$ cat config.mk
export PLATFORM = sky130hd
export DESIGN_NAME = piGen
export DESIGN_NICKNAME = d
export VERILOG_FILES = /design/src/rtl/piGenPkg.sv /design/src/rtl/piCtrl.sv /design/src/rtl/piDatapath.sv /design/src/rtl/piGen.sv
export SDC_FILE = /design/constraint.sdc
export NUM_CORES = 1
export LEC_CHECK = 0
export BUFFER_PORTS_ARGS = -buffer_cell sky130_fd_sc_hd__buf_2
export CAP_MARGIN = 40
export CORE_AREA = 2 2 63 65
export DETAILED_ROUTE_END_ITERATION = 8
export DIE_AREA = 0 0 65 67
export GPL_ROUTABILITY_DRIVEN = 0
export PLACE_DENSITY = 0.66
export SLEW_MARGIN = 20
export SYNTH_ARGS = -nofsm -noshare
export SYNTH_HDL_FRONTEND = slang
export SYNTH_SLANG_ARGS = --single-unit
$ cat constraint.sdc
create_clock -name clk -period 2.34 [get_ports clk]
set_input_delay 0.234 -clock clk [delete_from_list [all_inputs] [get_ports clk]]
set_output_delay 0.234 -clock clk [all_outputs]
set_load 0.05 [all_outputs]
$ cat src/rtl/piGenPkg.sv
package piGenPkg;
  localparam int RATE_W = 4;
  localparam int DIV_W  = 3;
  localparam int CNT_W  = (1 << RATE_W) - 2;

  typedef struct packed {
    logic             clear;
    logic             step;
    logic [CNT_W-1:0] lastCount;
  } piStrobe_t;
endpackage

$ cat src/rtl/piCtrl.sv
module piCtrl
  import piGenPkg::*;
#(
  parameter int LOW1_LOG = 7,
  parameter int LOW2_LOG = 8
) (
  input  logic              clk,
  input  logic              rstN,
  input  logic              tickEn,
  input  logic [RATE_W-1:0] rateSel,
  input  logic [DIV_W-1:0]  divCtl,
  output piStrobe_t         strb
);
  localparam logic [DIV_W-1:0] RUN_MAX = DIV_W'(2);

  logic [RATE_W-1:0] rateQ;
  logic              pendingQ;
  logic              divHold, divRun, rateZero, rateChange, restartNow, restartTick;
  logic [CNT_W:0]    spanWide;

  assign divHold     = (divCtl[DIV_W-1 -: 2] == 2'b11);
  assign divRun      = (divCtl <= RUN_MAX);
  assign rateZero    = (rateSel == '0);
  assign rateChange  = (rateSel != rateQ);
  assign restartNow  = rateChange | pendingQ;
  assign restartTick = tickEn & divRun & restartNow;

  // rate decode: terminal count of the period counter
  always_comb begin
    spanWide = '0;
    case (rateSel)
      RATE_W'(0): spanWide = '0;
      RATE_W'(1): spanWide = (CNT_W+1)'(1) << LOW1_LOG;
      RATE_W'(2): spanWide = (CNT_W+1)'(1) << LOW2_LOG;
      default:    spanWide = (CNT_W+1)'(1) << (rateSel - RATE_W'(1));
    endcase
  end

  always_comb begin
    strb.lastCount = rateZero ? '0 : CNT_W'(spanWide - (CNT_W+1)'(1));
    strb.clear     = divHold | rateZero | restartTick;
    strb.step      = tickEn & divRun & ~rateZero & ~restartNow;
  end

  always_ff @(posedge clk) begin
    if (!rstN) begin
      rateQ    <= '0;
      pendingQ <= 1'b0;
    end else begin
      rateQ <= rateSel;
      if (restartTick)     pendingQ <= 1'b0;
      else if (rateChange) pendingQ <= 1'b1;
    end
  end

  // a restart owed to a rate change survives until a strobe consumes it
  assert_pending_kept_R8: assert property (@(posedge clk) disable iff (!rstN)
    (pendingQ && !tickEn) |=> pendingQ);

  // no counting in a cleared or frozen divider mode
  assert_no_step_held_R6: assert property (@(posedge clk) disable iff (!rstN)
    (divCtl > RUN_MAX) |-> !strb.step);
endmodule

$ cat src/rtl/piDatapath.sv
module piDatapath
  import piGenPkg::*;
(
  input  logic      clk,
  input  logic      rstN,
  input  piStrobe_t strb,
  input  logic      irqEnable,
  input  logic      flagRead,
  output logic      pfFlag,
  output logic      irqReq
);
  logic [CNT_W-1:0] count;
  logic             expire, pfQ, irqfQ;

  assign expire = strb.step && (count == strb.lastCount);

  always_ff @(posedge clk) begin
    if (!rstN) begin
      count <= '0;
    end else if (strb.clear) begin
      count <= '0;
    end else if (strb.step) begin
      count <= expire ? '0 : count + CNT_W'(1);
    end
  end

  always_ff @(posedge clk) begin
    if (!rstN) begin
      pfQ   <= 1'b0;
      irqfQ <= 1'b0;
    end else begin
      if (expire)        pfQ <= 1'b1;
      else if (flagRead) pfQ <= 1'b0;
      if (expire && irqEnable) irqfQ <= 1'b1;
      else if (flagRead)       irqfQ <= 1'b0;
    end
  end

  assign pfFlag = pfQ;
  assign irqReq = irqfQ;

  assert_pf_source_R3: assert property (@(posedge clk) disable iff (!rstN)
    $rose(pfQ) |-> $past(expire));

  assert_disabled_quiet_R3: assert property (@(posedge clk) disable iff (!rstN)
    (expire && !irqEnable && !irqfQ) |=> !irqfQ);

  assert_irqf_with_pf_R4: assert property (@(posedge clk) disable iff (!rstN)
    irqfQ |-> pfQ);

  assert_clear_zero_R5: assert property (@(posedge clk) disable iff (!rstN)
    strb.clear |=> (count == '0));

  assert_read_clears_R9: assert property (@(posedge clk) disable iff (!rstN)
    (flagRead && !expire) |=> (!pfQ && !irqfQ));
endmodule

$ cat src/rtl/piGen.sv
module piGen
  import piGenPkg::*;
#(
  parameter int LOW1_LOG = 7,
  parameter int LOW2_LOG = 8
) (
  input  logic              clk,
  input  logic              rstN,
  input  logic              tickEn,
  input  logic [RATE_W-1:0] rateSel,
  input  logic [DIV_W-1:0]  divCtl,
  input  logic              irqEnable,
  input  logic              flagRead,
  output logic              pfFlag,
  output logic              irqReq
);
  piStrobe_t strb;

  piCtrl #(.LOW1_LOG(LOW1_LOG), .LOW2_LOG(LOW2_LOG)) uCtrl (
    .clk(clk), .rstN(rstN), .tickEn(tickEn), .rateSel(rateSel),
    .divCtl(divCtl), .strb(strb)
  );

  piDatapath uData (
    .clk(clk), .rstN(rstN), .strb(strb), .irqEnable(irqEnable),
    .flagRead(flagRead), .pfFlag(pfFlag), .irqReq(irqReq)
  );
endmodule

# Word level (Yosys, flattened, before mapping)
# Index checks and enable logic that the tools add are counted.
# Widths: inputs -> output; s select.
# totals
regBits	21
inputBits	12
output_inout_bits	2
# op_classes
add_sub_neg	3
order_cmp	1
eq_ne	5
shifts	1
mux	6
bitwise_logic	10
n_reduce_logical	7
# ops
cell	n
$pmux 14 s3	1
$mux 14	2
$add 14x1->14 const B	1
$eq 14x14->1	1
$shl 1x4->14 const A	1
$sub 14x1->14 const B	1
$and 1x1->1	4
$eq 4x1->1 const B	1
$eq 4x2->1 const B	1
$logic_not 4->1	1
$ne 4x4->1	1
$reduce_bool 2->1	2
$reduce_or 2->1	2
$sub 4x1->4 const B	1
$le 3x2->1 const B	1
$mux 1	3
$not 1->1	3
$or 1x1->1	3
$eq 2x2->1 const B	1
$logic_and 1x1->1	2

# Depth between registers and ports, before layout
# depth
word_depth	9
mapped_depth	10

# Modules after synthesis
# Synthesis repeated with hierarchy kept, for this count alone.
# unflattened
cells_unflattened	177
hier_area_um2	1521.5
# by_module_without_submodules
module	instances	cells_each	area_each_um2
piDatapath	1	105	930.9
piCtrl	1	72	590.6

# Worst setup path before layout
# No wires, ideal clock.
# synth_path
path_type	in2reg
start	input port rateSel[0]
end	register uData.count[10]
setup_ns	0.140
arrival_time_ns	1.932
setup_slack_ns	0.268
path_stages	9
cell_sequence	buf_6 -> buf_6 -> or3b_4 -> and3_4 -> a211oi_2 -> nand4_2 -> nor4_4 -> buf_6 -> nor3_2
# synth_via
elab_chain_cells	8
# synth_lines
item	line	text
start: declaration	piGen.sv:10	input logic [RATE_W-1:0] rateSel,
$sub 4x1->4	piCtrl.sv:35	default: spanWide = (CNT_W+1)'(1) << (rateSel - RATE_W'(1));
$shl 1x4->14	piCtrl.sv:35	
$pmux 14 s3	piCtrl.sv:31	case (rateSel)
$sub 14x1->14	piCtrl.sv:40	strb.lastCount = rateZero ? '0 : CNT_W'(spanWide - (CNT_W+1)'(1));
$mux 14	piCtrl.sv:40	
$eq 14x14->1	piDatapath.sv:15	assign expire = strb.step && (count == strb.lastCount);
$logic_and 1x1->1	piDatapath.sv:15	
$mux 14	piDatapath.sv:23	count <= expire ? '0 : count + CNT_W'(1);
end signal: assignment	piDatapath.sv:23	
end: declaration	piDatapath.sv:12	logic [CNT_W-1:0] count;
# Several ways; a longest one is shown, not always the timed one.
# A chain may end at the register's enable or synchronous reset.

# Final worst setup path
# layout_path
start	register uData.count[2]
end	register uData.count[2]
# layout_via
elab_chain_cells	3
# layout_lines
item	line
parallel branches: the longest is 2 deep, another holds $add 14x1->14	--
$mux 14 (*)	piDatapath.sv:23
# Mark *: on every way between the ends.

==> out/qor.yml <==
cellInternalPower_mw: 0.544
crit_required_ns: 2.48
clock_path_buffers: 2
fin_area_mm2: 0.00192
critPathLaunch: "uData.count[2]"
p_sw_share_pct: 27.4
p_comb_share_pct: 19.9
initial_core_util_pct: 48.8
endpoint_kind: "register"
final_common_cell: "dfxtp_1"
ys_seq_elements: 21
ant_nets: 0
nNetsFinal: 238
drt_iter0_markers: 100
clock_sinks: 21
clockPowerShare_pct: 31.5
maxCapViolations: 0
route.detailed.drc: 0
finalCritPeriodShare_pct: 80.9
drt_wl_total_mm: 4.00
synthFlopType: "dfxtp_1"
netlist_instances: 213
cts-resized-gates: 0
slew_viol_final: 0
diodes: 0
ys_seq_area_share_pct: 23.9
die-area_mm2: 0.00436
hold_path.class: "in2reg"
drt-wirelength-per-cell_um: 14.8
antenna_found_initial: 0
worstPathArrival_ns: 2.04
path_class: "reg2reg"
clk_latency_ns: 0.26
setup_violations: 0
core.rowCount: 22
worstReg2RegStart: "uData.count[2]"
p_sw_mw: 0.205
post-cts-setup-buffers: 0
grt_overflow_total: 0
viasPerCell: 5.86
num_vias: 1587
area_delta_synth_final_pct: 8.96
fmax_ghz: 0.528
p_leak_nw: 0.735
grt_usage_pct: 19.9
postCtsHoldBufs: 0
timing.clock.skew_ns: 0.00163
hold_slack_ns: 0.213
p_per_area_mw_per_mm2: 391
crit_path_max_fanout: 12
synth_edf_count: 0
nFillCells: 374
drive_above_1_share_pct: 20.2
status: "finished clean"
io_pins: 14
cts-root-buf: "clkbuf_8"
clkTransAtPathRegs_ns: 0.07
io_buffers: 13
ys_warn_count: 0
grt_pass1_vias: 1424
rsz0062_at_grt: "no"
netlist_area_mm2: 0.00176
grt_max_degree: 25
avgSynthCellArea_um2: 8.26
dp_hpwl_mm: 2.96
die_y_um: 67
irDropWorstVdd_uv: 241
min_from: "irqEnable"
hold_viol: 0
start_kind: "register"
first_pass_iters: 4
ys_async_sr_fraction_pct: 0
grt_pass1_wl_mm: 6.76
period_minus_slack_ns: 1.89
numCtsBuffers: 3
die_w_um: 65
timing.setup.tns_ns: 0
netlist-cell-type-count: 64
core_mm2: 0.00361
p_seq_share_pct: 48.6
htreeDepth: 1
dpl_cell_area_mm2: 0.00187
mostFrequentLayoutCells: "dfxtp_1, xor2_1, buf_2"
cts_tree: "yes"
==> layout make-up <==
type	count	area, µm²	area share (%)
sequential	21	420	21.9
clock buffer	4	45.0	2.35
inverter	8	30.0	1.57
timing repair buffer	24	160	8.36
multi-input combinational	166	1200	62.7
tap	48	60.1	3.13
==> Yosys cell counts (2+ instances only) <==
master	n	area share, %
or4b_1	2	1.1
a211o_1	2	1.0
o31ai_1	3	1.3
a21oi_1	7	2.0
o21ai_0	3	0.85
dfxtp_1	21	24
xor2_1	15	7.5
or3_1	3	1.1
or2_1	2	0.71
buf_1	3	0.64
xnor2_1	6	3.0
nand2_1	11	2.3
nor3_2	11	6.3
a211oi_1	4	1.7
nand4_1	6	2.1
and3_1	3	1.1
o32ai_1	2	1.0
buf_6	4	2.6
ha_1	2	1.4
nor3b_1	6	2.6
and2_1	5	1.8
nor3_1	2	0.57
nand3b_1	2	0.85
and4b_1	2	1.1
and3b_1	2	1.0
o211a_1	2	1.1
inv_1	8	1.7
nand3_1	8	2.3
and4_1	4	2.0
nor2_1	12	2.6
nor2b_1	3	1.1
o21ai_1	4	1.1
buf_2	8	2.3
nand2b_1	2	0.71
clkbuf_1	4	0.85
==> critical path: stages (launching register included) <==
cell       delay (ns)
dfxtp_1          0.50
inv_1            0.13
o311ai_0         0.10
and4_1           0.25
o2111ai_1        0.23
nor4_4           0.33
buf_12           0.19
nor3_1           0.06
==> final timing paths <==
| kind | depth (start not counted) | to | slack [ns] |
|---|---|---|---|
| setup / recovery | 7 | uData.count[2] | 0.45 |
| hold / removal | 3 | uData.irqReq | 0.21 |
| setup reg to reg | 7 | uData.count[2] | 0.45 |
| hold reg to reg | 2 | uData.irqReq | 0.49 |
==> state kept, by name, indices dropped and copies added (netlist names) <==
| register | cells |
|---|---|
| uCtrl.pendingQ | 1 |
| uCtrl.rateQ | 4 |
| uData.count | 14 |
| uData.irqReq | 1 |
| uData.pfFlag | 1 |
==> power by group through the flow <==
| stage | Combinational (mW) | Clock, mW | Sequential [mW] |
|---|---|---|---|
| 3_5_place_dp | 0.145 | 0 | 0.373 |
| 5_1_grt | 0.166 | 0.256 | 0.364 |
| 4_1_cts | 0.146 | 0.243 | 0.364 |
| 6_report | 0.149 | 0.236 | 0.364 |
| 2_1_floorplan | 0.114 | 0 | 0.372 |
| 3_3_place_gp | 0.144 | 0 | 0.372 |
==> stage by stage <==
step	power [mW]	cells	worst slack [ns]	utilization [%]
floorplan	0.486	214	0.268	-
global placement	0.517	267	0.143	51.9
detailed placement	0.518	267	0.178	51.9
CTS	0.752	271	0.443	53.2
global route	0.787	271	0.235	53.2
finish	0.749	271	0.446	53.2
==> metal layers <==
metal | share of wire [%] | vias to the layer above | track usage (%) | wire, µm
li1 | - | 796 | - | -
met1 | 49 | 751 | 27.2 | 1950
met2 | 45 | 38 | 31.1 | 1810
met3 | 5.4 | 2 | 4.73 | 217
met4 | 0.47 | 0 | 5.85 | 19
met5 | 0 | - | 0 | 0
==> logic make-up after synthesis <==
| family | Yosys count | share of synthesized area (%) |
|---|---|---|
| simple gates | 95 | 36.7 |
| mux | 1 | 0.569 |
| flops | 21 | 23.9 |
| fa+ha+maj | 2 | 1.42 |
| xor+xnor | 21 | 10.5 |
| compound gates | 45 | 18.7 |
| other cells | 1 | 0.213 |
| buf+inv | 27 | 8.04 |
Power figures use the tool's default switching activity.
